### src/rtl/baud_pkg.sv
package baud_pkg;

    typedef enum logic [2:0] {
        SRC_SYS   = 3'd0,
        SRC_DIV4  = 3'd1,
        SRC_DIV12 = 3'd2,
        SRC_DIV48 = 3'd3,
        SRC_EXT8  = 3'd4
    } src_sel_e;

    localparam int NUM_DIV = 3;

    // divisor applied by prescaler stage i (source codes 1..3)
    function automatic int div_of(input int i);
        case (i)
            0:       return 4;
            1:       return 12;
            default: return 48;
        endcase
    endfunction

    typedef struct packed {
        logic step;   // advance counter this cycle
        logic load;   // force reload, clear halving flop
    } tmr_ctl_t;

endpackage

### src/rtl/baud_prescaler.sv
module baud_prescaler
    import baud_pkg::*;
#(
    parameter int EXT_DIV = 8
) (
    input  logic       clk,
    input  logic       rst,
    input  logic       ext_clk,
    input  logic [2:0] src_sel,
    output logic       step_en
);
    localparam int EW = (EXT_DIV > 1) ? $clog2(EXT_DIV) : 1;

    logic [NUM_DIV-1:0] div_tick;

    for (genvar g = 0; g < NUM_DIV; g++) begin : g_div
        localparam int D  = div_of(g);
        localparam int CW = $clog2(D);
        logic [CW-1:0] cnt;
        always_ff @(posedge clk) begin
            if (rst)                      cnt <= '0;
            else if (cnt == CW'(D - 1))   cnt <= '0;
            else                          cnt <= cnt + 1'b1;
        end
        assign div_tick[g] = (cnt == CW'(D - 1));
    end

    // external oscillator: two-flop synchronizer plus edge history flop
    logic [2:0]    sync_q;
    logic          ext_rise;
    logic [EW-1:0] ext_cnt;
    logic          ext_tick;

    always_ff @(posedge clk) begin
        if (rst) sync_q <= '0;
        else     sync_q <= {sync_q[1:0], ext_clk};
    end

    assign ext_rise = sync_q[1] & ~sync_q[2];

    always_ff @(posedge clk) begin
        if (rst)                                   ext_cnt <= '0;
        else if (ext_rise && ext_cnt == EW'(EXT_DIV - 1)) ext_cnt <= '0;
        else if (ext_rise)                         ext_cnt <= ext_cnt + 1'b1;
    end

    assign ext_tick = ext_rise && (ext_cnt == EW'(EXT_DIV - 1));

    always_comb begin
        case (src_sel_e'(src_sel))
            SRC_SYS:   step_en = 1'b1;
            SRC_DIV4:  step_en = div_tick[0];
            SRC_DIV12: step_en = div_tick[1];
            SRC_DIV48: step_en = div_tick[2];
            SRC_EXT8:  step_en = ext_tick;
            default:   step_en = 1'b0;
        endcase
    end

    // the divider chains run in lockstep, so the slowest stage's strobe lands on the faster ones
    assert_nested_divs_R2: assert property (@(posedge clk) disable iff (rst)
        div_tick[2] |-> (div_tick[1] && div_tick[0]));

    // reserved source codes never step the timer
    assert_reserved_quiet_R10: assert property (@(posedge clk) disable iff (rst)
        (src_sel > 3'd4) |-> !step_en);

endmodule

### src/rtl/baud_timer.sv
module baud_timer
    import baud_pkg::*;
#(
    parameter int W = 8
) (
    input  logic         clk,
    input  logic         rst,
    input  tmr_ctl_t     ctl,
    input  logic [W-1:0] reload,
    output logic         tick
);
    logic [W-1:0] cnt;
    logic         half;
    logic         wrap;

    assign wrap = ctl.step && (cnt == '1);

    always_ff @(posedge clk) begin
        if (rst) begin
            cnt  <= '0;
            half <= 1'b0;
            tick <= 1'b0;
        end else begin
            tick <= 1'b0;
            if (ctl.load) begin
                cnt  <= reload;
                half <= 1'b0;
            end else if (wrap) begin
                cnt  <= reload;
                half <= ~half;
                tick <= half;
            end else if (ctl.step) begin
                cnt  <= cnt + 1'b1;
            end
        end
    end

    // counting step advances by one below the top value
    assert_count_up_R2: assert property (@(posedge clk) disable iff (rst)
        (ctl.step && !ctl.load && cnt != '1) |=> (cnt == $past(cnt) + W'(1)));

    // no step and no load keeps the counter frozen
    assert_hold_R4: assert property (@(posedge clk) disable iff (rst)
        (!ctl.step && !ctl.load) |=> $stable(cnt));

    // a tick is never followed by another tick
    assert_single_tick_R5: assert property (@(posedge clk) disable iff (rst)
        tick |=> !tick);

    // forced load takes the reload byte and resets the halving flop
    assert_force_load_R6: assert property (@(posedge clk) disable iff (rst)
        ctl.load |=> (cnt == $past(reload) && !half && !tick));

endmodule

### src/rtl/uart_baud_gen.sv
module uart_baud_gen
    import baud_pkg::*;
#(
    parameter int CNT_W   = 8,
    parameter int EXT_DIV = 8
) (
    input  logic             clk,
    input  logic             rst,
    input  logic             ext_clk,
    input  logic [2:0]       src_sel,
    input  logic [CNT_W-1:0] reload,
    input  logic             timer_en,
    input  logic             rx_start,
    output logic             tx_tick,
    output logic             rx_tick
);
    logic     step_en;
    tmr_ctl_t tx_ctl;
    tmr_ctl_t rx_ctl;

    baud_prescaler #(.EXT_DIV(EXT_DIV)) u_pre (
        .clk     (clk),
        .rst     (rst),
        .ext_clk (ext_clk),
        .src_sel (src_sel),
        .step_en (step_en)
    );

    always_comb begin
        tx_ctl.step = timer_en & step_en;
        tx_ctl.load = 1'b0;
        rx_ctl.step = timer_en & step_en;
        rx_ctl.load = timer_en & rx_start;
    end

    baud_timer #(.W(CNT_W)) u_tx (
        .clk    (clk),
        .rst    (rst),
        .ctl    (tx_ctl),
        .reload (reload),
        .tick   (tx_tick)
    );

    baud_timer #(.W(CNT_W)) u_rx (
        .clk    (clk),
        .rst    (rst),
        .ctl    (rx_ctl),
        .reload (reload),
        .tick   (rx_tick)
    );

    // a disabled timer emits nothing on either path
    assert_quiet_disabled_R4: assert property (@(posedge clk) disable iff (rst)
        !timer_en |=> (!tx_tick && !rx_tick));

    // ticks stay low through reset
    always_ff @(posedge clk) begin
        if (rst) begin
            assert_reset_quiet_R1: assert (!tx_tick || !$past(rst));
        end
    end

endmodule

### config.mk
export PLATFORM = sky130hd
export DESIGN_NAME = uart_baud_gen
export DESIGN_NICKNAME = d
export VERILOG_FILES = /design/src/rtl/baud_pkg.sv /design/src/rtl/baud_prescaler.sv /design/src/rtl/baud_timer.sv /design/src/rtl/uart_baud_gen.sv
export SDC_FILE = /design/constraint.sdc
export NUM_CORES = 1
export LEC_CHECK = 0
export ABC_AREA = 1
export BUFFER_PORTS_ARGS = -buffer_cell sky130_fd_sc_hd__buf_4
export CAP_MARGIN = 15
export CORE_ASPECT_RATIO = 0.5
export CORE_MARGIN = 2
export CORE_UTILIZATION = 60
export DETAILED_ROUTE_END_ITERATION = 16
export GPL_TIMING_DRIVEN = 0
export MAX_ROUTING_LAYER = met4
export PLACE_DENSITY = 0.76
export SYNTH_ARGS = -nofsm -noshare
export SYNTH_HDL_FRONTEND = slang
export SYNTH_SLANG_ARGS = --single-unit
### constraint.sdc
create_clock -name clk -period 4.1 [get_ports clk]
set_input_delay 0.205 -clock clk [delete_from_list [all_inputs] [get_ports clk]]
set_output_delay 0.205 -clock clk [all_outputs]
set_load 0.1 [all_outputs]
# Word level (Yosys, flattened, before mapping)

Cells that the tools add are included.

Flip-flop bits (word level): 38
Input port bits: 16

Equality and inequality tests: 10
Reduce and logical (&&, ||, !) cells: 13
Muxes and demuxes: 6
Bitwise gates (word level): 8
Add/sub/neg operators: 6

Operators by type and width:

| kind                                                 | count |
|---|---|
| two-way mux 8 bit                                    | 5 |
| adder 8 x 1 -> 8 bit (second input constant)         | 2 |
| equality test 8 bit (second input constant)          | 2 |
| OR reduction 2 bit                                   | 6 |
| adder 6 x 1 -> 6 bit (second input constant)         | 1 |
| equality test 3 x 2 -> 1 bit (second input constant) | 2 |
| equality test 3 bit (second input constant)          | 2 |
| equality test 6 bit (second input constant)          | 1 |
| inverter 1 bit                                       | 5 |
| case mux 1 bit (5 select lines)                      | 1 |
| adder 4 x 1 -> 4 bit (second input constant)         | 1 |
| equality test 4 bit (second input constant)          | 1 |
| adder 3 x 1 -> 3 bit (second input constant)         | 1 |
| AND 1 bit                                            | 3 |
| equality test 3 x 1 -> 1 bit (second input constant) | 1 |
| logical AND 1 bit                                    | 3 |
| zero test 3 bit                                      | 1 |
| nonzero test 3 bit                                   | 1 |
| OR reduction 3 bit                                   | 1 |
| adder 2 x 1 -> 2 bit (second input constant)         | 1 |
| equality test 2 bit (second input constant)          | 1 |
| nonzero test 2 bit                                   | 1 |

# Longest topological paths before layout

Depth after elaboration: 8
Mapped depth: 11
Gate-level depth less buffers: 11

# Modules after synthesis

Synthesis repeated with hierarchy kept, for this count alone.

Cell total of the unflattened synthesis: 296
Area total of the unflattened synthesis: 2053.2 um^2

By module, submodules not included:

| module         | times used | area each (um^2) | cells each |
|---|---|---|---|
| baud_timer     | 2          | 641.9            | 101 |
| baud_prescaler | 1          | 750.7            | 89 |
| uart_baud_gen  | 1          | 18.8             | 5 |

# Worst setup path after synthesis

No wires, ideal clock.

Path kind: register to register
From: register u_pre.ext_cnt[0]
To: register u_rx.cnt[7]
Stages on the path, launching flop included: 11
Required time: 3991 ps
Path slack: 2565 ps
Data arrival time: 1427 ps
Path buffers: 1
Setup time: 109 ps
Clock period less this slack: 1535 ps
Cells stage by stage: dfxtp_1 > ha_1 > ha_1 > nand3_2 > a21oi_4 > nand2_4 > nand2_4 > buf_12 > nand3_1 > nand2_1 > inv_1

Longest elaborated chain between the ends: 7

Ends and longest elaborated chain:

| item                              | RTL line             | text |
|---|---|---|
| from (decl)                       | baud_prescaler.sv:31 | `logic [EW-1:0] ext_cnt;` |
| from (signal assigned)            | baud_prescaler.sv:44 | `else if (ext_rise) ext_cnt <= ext_cnt + 1'b1;` |
| equality test 3 bit *             | baud_prescaler.sv:47 | `assign ext_tick = ext_rise && (ext_cnt == EW'(EXT_DIV - 1));` |
| logical AND 1 bit *               | baud_prescaler.sv:47 |  |
| case mux 1 bit (5 select lines) * | baud_prescaler.sv:50 | `case (src_sel_e'(src_sel))` |
| AND 1 bit *                       | uart_baud_gen.sv:32  | `rx_ctl.step = timer_en & step_en;` |
| logical AND 1 bit                 | baud_timer.sv:16     | `assign wrap = ctl.step && (cnt == '1);` |
| two-way mux 8 bit                 | baud_timer.sv:28     | `end else if (wrap) begin` |
| two-way mux 8 bit                 | baud_timer.sv:25     | `if (ctl.load) begin` |
| to (signal assigned)              | baud_timer.sv:26     | `cnt <= reload;` |
| to (signal assigned)              | baud_timer.sv:29     | `cnt <= reload;` |
| to (signal assigned)              | baud_timer.sv:33     | `cnt <= cnt + 1'b1;` |
| to (decl)                         | baud_timer.sv:12     | `logic [W-1:0] cnt;` |

Mark *: on every way between the ends. The rest lies on a longest branch, timed or not.
A chain may end at the register's enable or synchronous reset.

# Worst setup path after layout

From: register u_pre.g_div[2].cnt[0]
To: register u_rx.cnt[5]

Longest elaborated chain between the ends: 6

Ends and longest elaborated chain:

| item                              | RTL line             | text |
|---|---|---|
| from (decl)                       | baud_prescaler.sv:19 | `logic [CW-1:0] cnt;` |
| from (signal assigned)            | baud_prescaler.sv:23 | `else cnt <= cnt + 1'b1;` |
| equality test 6 bit *             | baud_prescaler.sv:25 | `assign div_tick[g] = (cnt == CW'(D - 1));` |
| case mux 1 bit (5 select lines) * | baud_prescaler.sv:50 |  |
| AND 1 bit *                       | uart_baud_gen.sv:32  |  |
| logical AND 1 bit                 | baud_timer.sv:16     |  |
| two-way mux 8 bit                 | baud_timer.sv:28     |  |
| two-way mux 8 bit                 | baud_timer.sv:25     |  |

Marked as above.

==> impl_metrics.env <==
export IMPL_fillCellCount=239
export IMPL_wl_per_cell_um=12.2
export IMPL_synth_xor_area_share_pct=4.90
export IMPL_grt_pass1_wl_um=6970
export IMPL_gp_congestion=0.888
export IMPL_routed_wl_um=4020
export IMPL_cts_tree="yes"
export IMPL_initial_core_util_pct=64.2
export IMPL_numCtsBuffers=5
export IMPL_dp_hpwl_um=2870
export IMPL_synth_fp_nets=289
export IMPL_synth_mux_area_share_pct=0
export IMPL_ctsHoldBuffers=0
export IMPL_layout_drive_gt1_share_pct=14.5
export IMPL_synth_top_family_by_area="simple AND/OR/NAND/NOR gates"
export IMPL_setup_tns_ns=0
export IMPL_yosys_area_share_simple_pct=31.8
export IMPL_overflow=0
export IMPL_layout_commonest_cell="nand2_1"
export IMPL_io_pins=18
export IMPL_layout_common_cells="nand2_1, dfxtp_1, inv_1"
export IMPL_diodes=0
export IMPL_num_rows=14
export IMPL_synth_avg_cell_area_um2=7.40
export IMPL_cts_resized=0
export IMPL_synthCells=266
export IMPL_ys_types=31
export IMPL_cp_start_kind="flip-flop"
export IMPL_die_width_um=85.0
export IMPL_cts_buffer_depth=2
export IMPL_cp_data_arrival_time_ns=2.01
export IMPL_yosysSeqAreaShare_pct=38.7
export IMPL_required_ns=4.29
export IMPL_crit_fanout=8
export IMPL_finalCritPeriodShare_pct=44.4
export IMPL_core_um2=3070
export IMPL_clk_pin_slew_ns=0.08
export IMPL_synth_compound_area_share_pct=11.3
export IMPL_via_per_inst=5.22
export IMPL_cts_sinks=38
export IMPL_drtPass1Iterations=4
export IMPL_synthAdderAreaFrac_pct=4.45
export IMPL_syn_to_final_growth_pct=14.4
export IMPL_clock_skew_ns=0.00681
export IMPL_drtIter0Drc=71
export IMPL_worst_pin_slew_ns=0.455
export IMPL_powerDensity_nw_per_um2=362
export IMPL_leakage_nw=0.992
export IMPL_fin_nets=312
export IMPL_drcViolationCount=0
export IMPL_setup_viol=0
export IMPL_vias=1723
export IMPL_drv_slew=0
export IMPL_ys_ff_latch=38
export IMPL_max_slew_margin_pct=69.7
export IMPL_dieArea_um2=3780
export IMPL_rsz0062_at_grt="false"
export IMPL_ant_nets=0
export IMPL_min_delay_path_class="primary input to flip-flop"
export IMPL_track_usage_pct=24.5
export IMPL_grt_pass1_vias=1554
export IMPL_fmax_mhz=549
export IMPL_grt_max_degree=14
export IMPL_clock_latency_ns=0.30
export IMPL_htree_levels=2
export IMPL_antenna_found_initial=0
export IMPL_root_buffer="clkbuf_8"
export IMPL_hold_ws_ns=0.107
export IMPL_fin_crit_ns=1.82
export IMPL_die_h_um=44.5
export IMPL_portBuffers=16
export IMPL_status="finished, final reports clean"
export IMPL_cp_end_kind="flip-flop"
export IMPL_synth_warnings=0
export IMPL_cts_setup_buffers=0
export IMPL_irDropWorstVdd_mv=0.289
export IMPL_path_class="flip-flop to flip-flop"
export IMPL_maxCapViolCount=0
export IMPL_hold_violations=0
export IMPL_syn_area_um2=1970
## power by group
| part | switching (mW) | internal [mW] |
|---|---|---|
| Sequential | 0.0158 | 0.387 |
| Combinational | 0.0487 | 0.0401 |
| Clock | 0.143 | 0.181 |
| Total | 0.208 | 0.608 |
## worst max-delay path: stages, from the launching register on
cell	delay, ns
dfxtp_1	0.38
ha_1	0.19
nand2_1	0.12
nor2_2	0.15
nand3_1	0.10
nand3_2	0.17
nand3_2	0.12
nand2_1	0.26
nand2_1	0.09
nand2_1	0.07
a21oi_1	0.07
## through the flow
step / instances / util, % / setup slack (ns) / power [mW] / area [µm²]
after floorplan: 266 / - / 2.56 / 0.471 / 1970
after global placement: 322 / 69.8 / 2.35 / 0.496 / 2140
after detailed placement: 322 / 69.8 / 2.31 / 0.500 / 2140
after CTS: 330 / 73.5 / 2.29 / 0.820 / 2250
after global routing: 330 / 73.5 / 2.08 / 0.851 / 2250
final: 330 / 73.5 / 2.28 / 0.816 / 2250
## cells by family (layout without fill, tap and decap cells)
family / count (synthesis) / count (layout)
and+or+nand+nor: 130 / 130
AOI/OAI and AO/OA: 40 / 40
DFF: 38 / 38
xor gates and xnor gates: 11 / 11
adders and majority gates: 7 / 7
buffers and inverters: 40 / 64
## routing by layer
metal	vias up	share of wire [%]	track usage (%)
met5	-	0	-
met4	0	0.89	5.71
met1	781	50	30.3
met2	26	45	40.8
met3	6	4.5	6.72
li1	910	-	-
## layout make-up
cell class                      instances  area (µm²)  area share, %
Buffer                                  6        48.8           2.17
Clock buffer                            5        68.8           3.06
Clock inverter                          3        45.0           2.00
Inverter                               34         128           5.67
Multi-Input combinational cell        188        1030           45.8
Sequential cell                        38         761           33.8
Tap cell                               40        50.0           2.22
Timing Repair Buffer                   16         120           5.33
## flip-flops by register name, summed over array words and instances (netlist names)
| name | count |
|---|---|
| u_pre.ext_cnt | 3 |
| u_pre.g_div.cnt | 12 |
| u_pre.sync_q | 3 |
| u_rx.cnt | 8 |
| u_rx.half | 1 |
| u_rx.tick | 1 |
| u_tx.cnt | 8 |
| u_tx.half | 1 |
| u_tx.tick | 1 |
## synthesized netlist by cell type
library cell,n,area share (%)
a21oi_1,24,6.1
a21oi_4,1,0.83
buf_12,1,1.0
buf_2,2,0.51
buf_6,1,0.57
clkbuf_1,2,0.38
clkinv_1,1,0.19
dfxtp_1,38,39
ha_1,7,4.4
inv_1,32,6.1
inv_2,1,0.19
nand2_1,57,11
nand2_4,2,1.1
nand3_1,26,6.6
nand3_2,4,2.0
nand3b_1,1,0.38
nand4_1,7,2.2
nor2_1,22,4.2
nor2_2,1,0.32
nor2_4,1,0.57
nor2_8,1,1.0
nor3_1,4,1.0
nor3b_1,2,0.76
nor4_1,1,0.32
o21ai_0,11,2.8
o21ai_1,1,0.25
o21ai_2,2,0.89
o21bai_1,1,0.38
or2_2,1,0.32
xnor2_1,6,2.7
xor2_1,5,2.2
## path summary, 6_finish.rpt
kind | start | endpoint | slack [ns] | cells after the start
setup / recovery | u_pre.g_div[2].cnt[0]$_SDFF_PP0_ | u_rx.cnt[5]$_SDFFE_PP0P_ | 2.28 | 10
hold / removal | ext_clk | u_pre.sync_q[0]$_SDFF_PP0_ | 0.11 | 3
setup reg to reg | u_pre.g_div[2].cnt[0]$_SDFF_PP0_ | u_rx.cnt[5]$_SDFFE_PP0P_ | 2.28 | 10
hold reg to reg | u_pre.sync_q[0]$_SDFF_PP0_ | u_pre.sync_q[1]$_SDFF_PP0_ | 0.41 | 2
(Power assumes the default switching activity.)
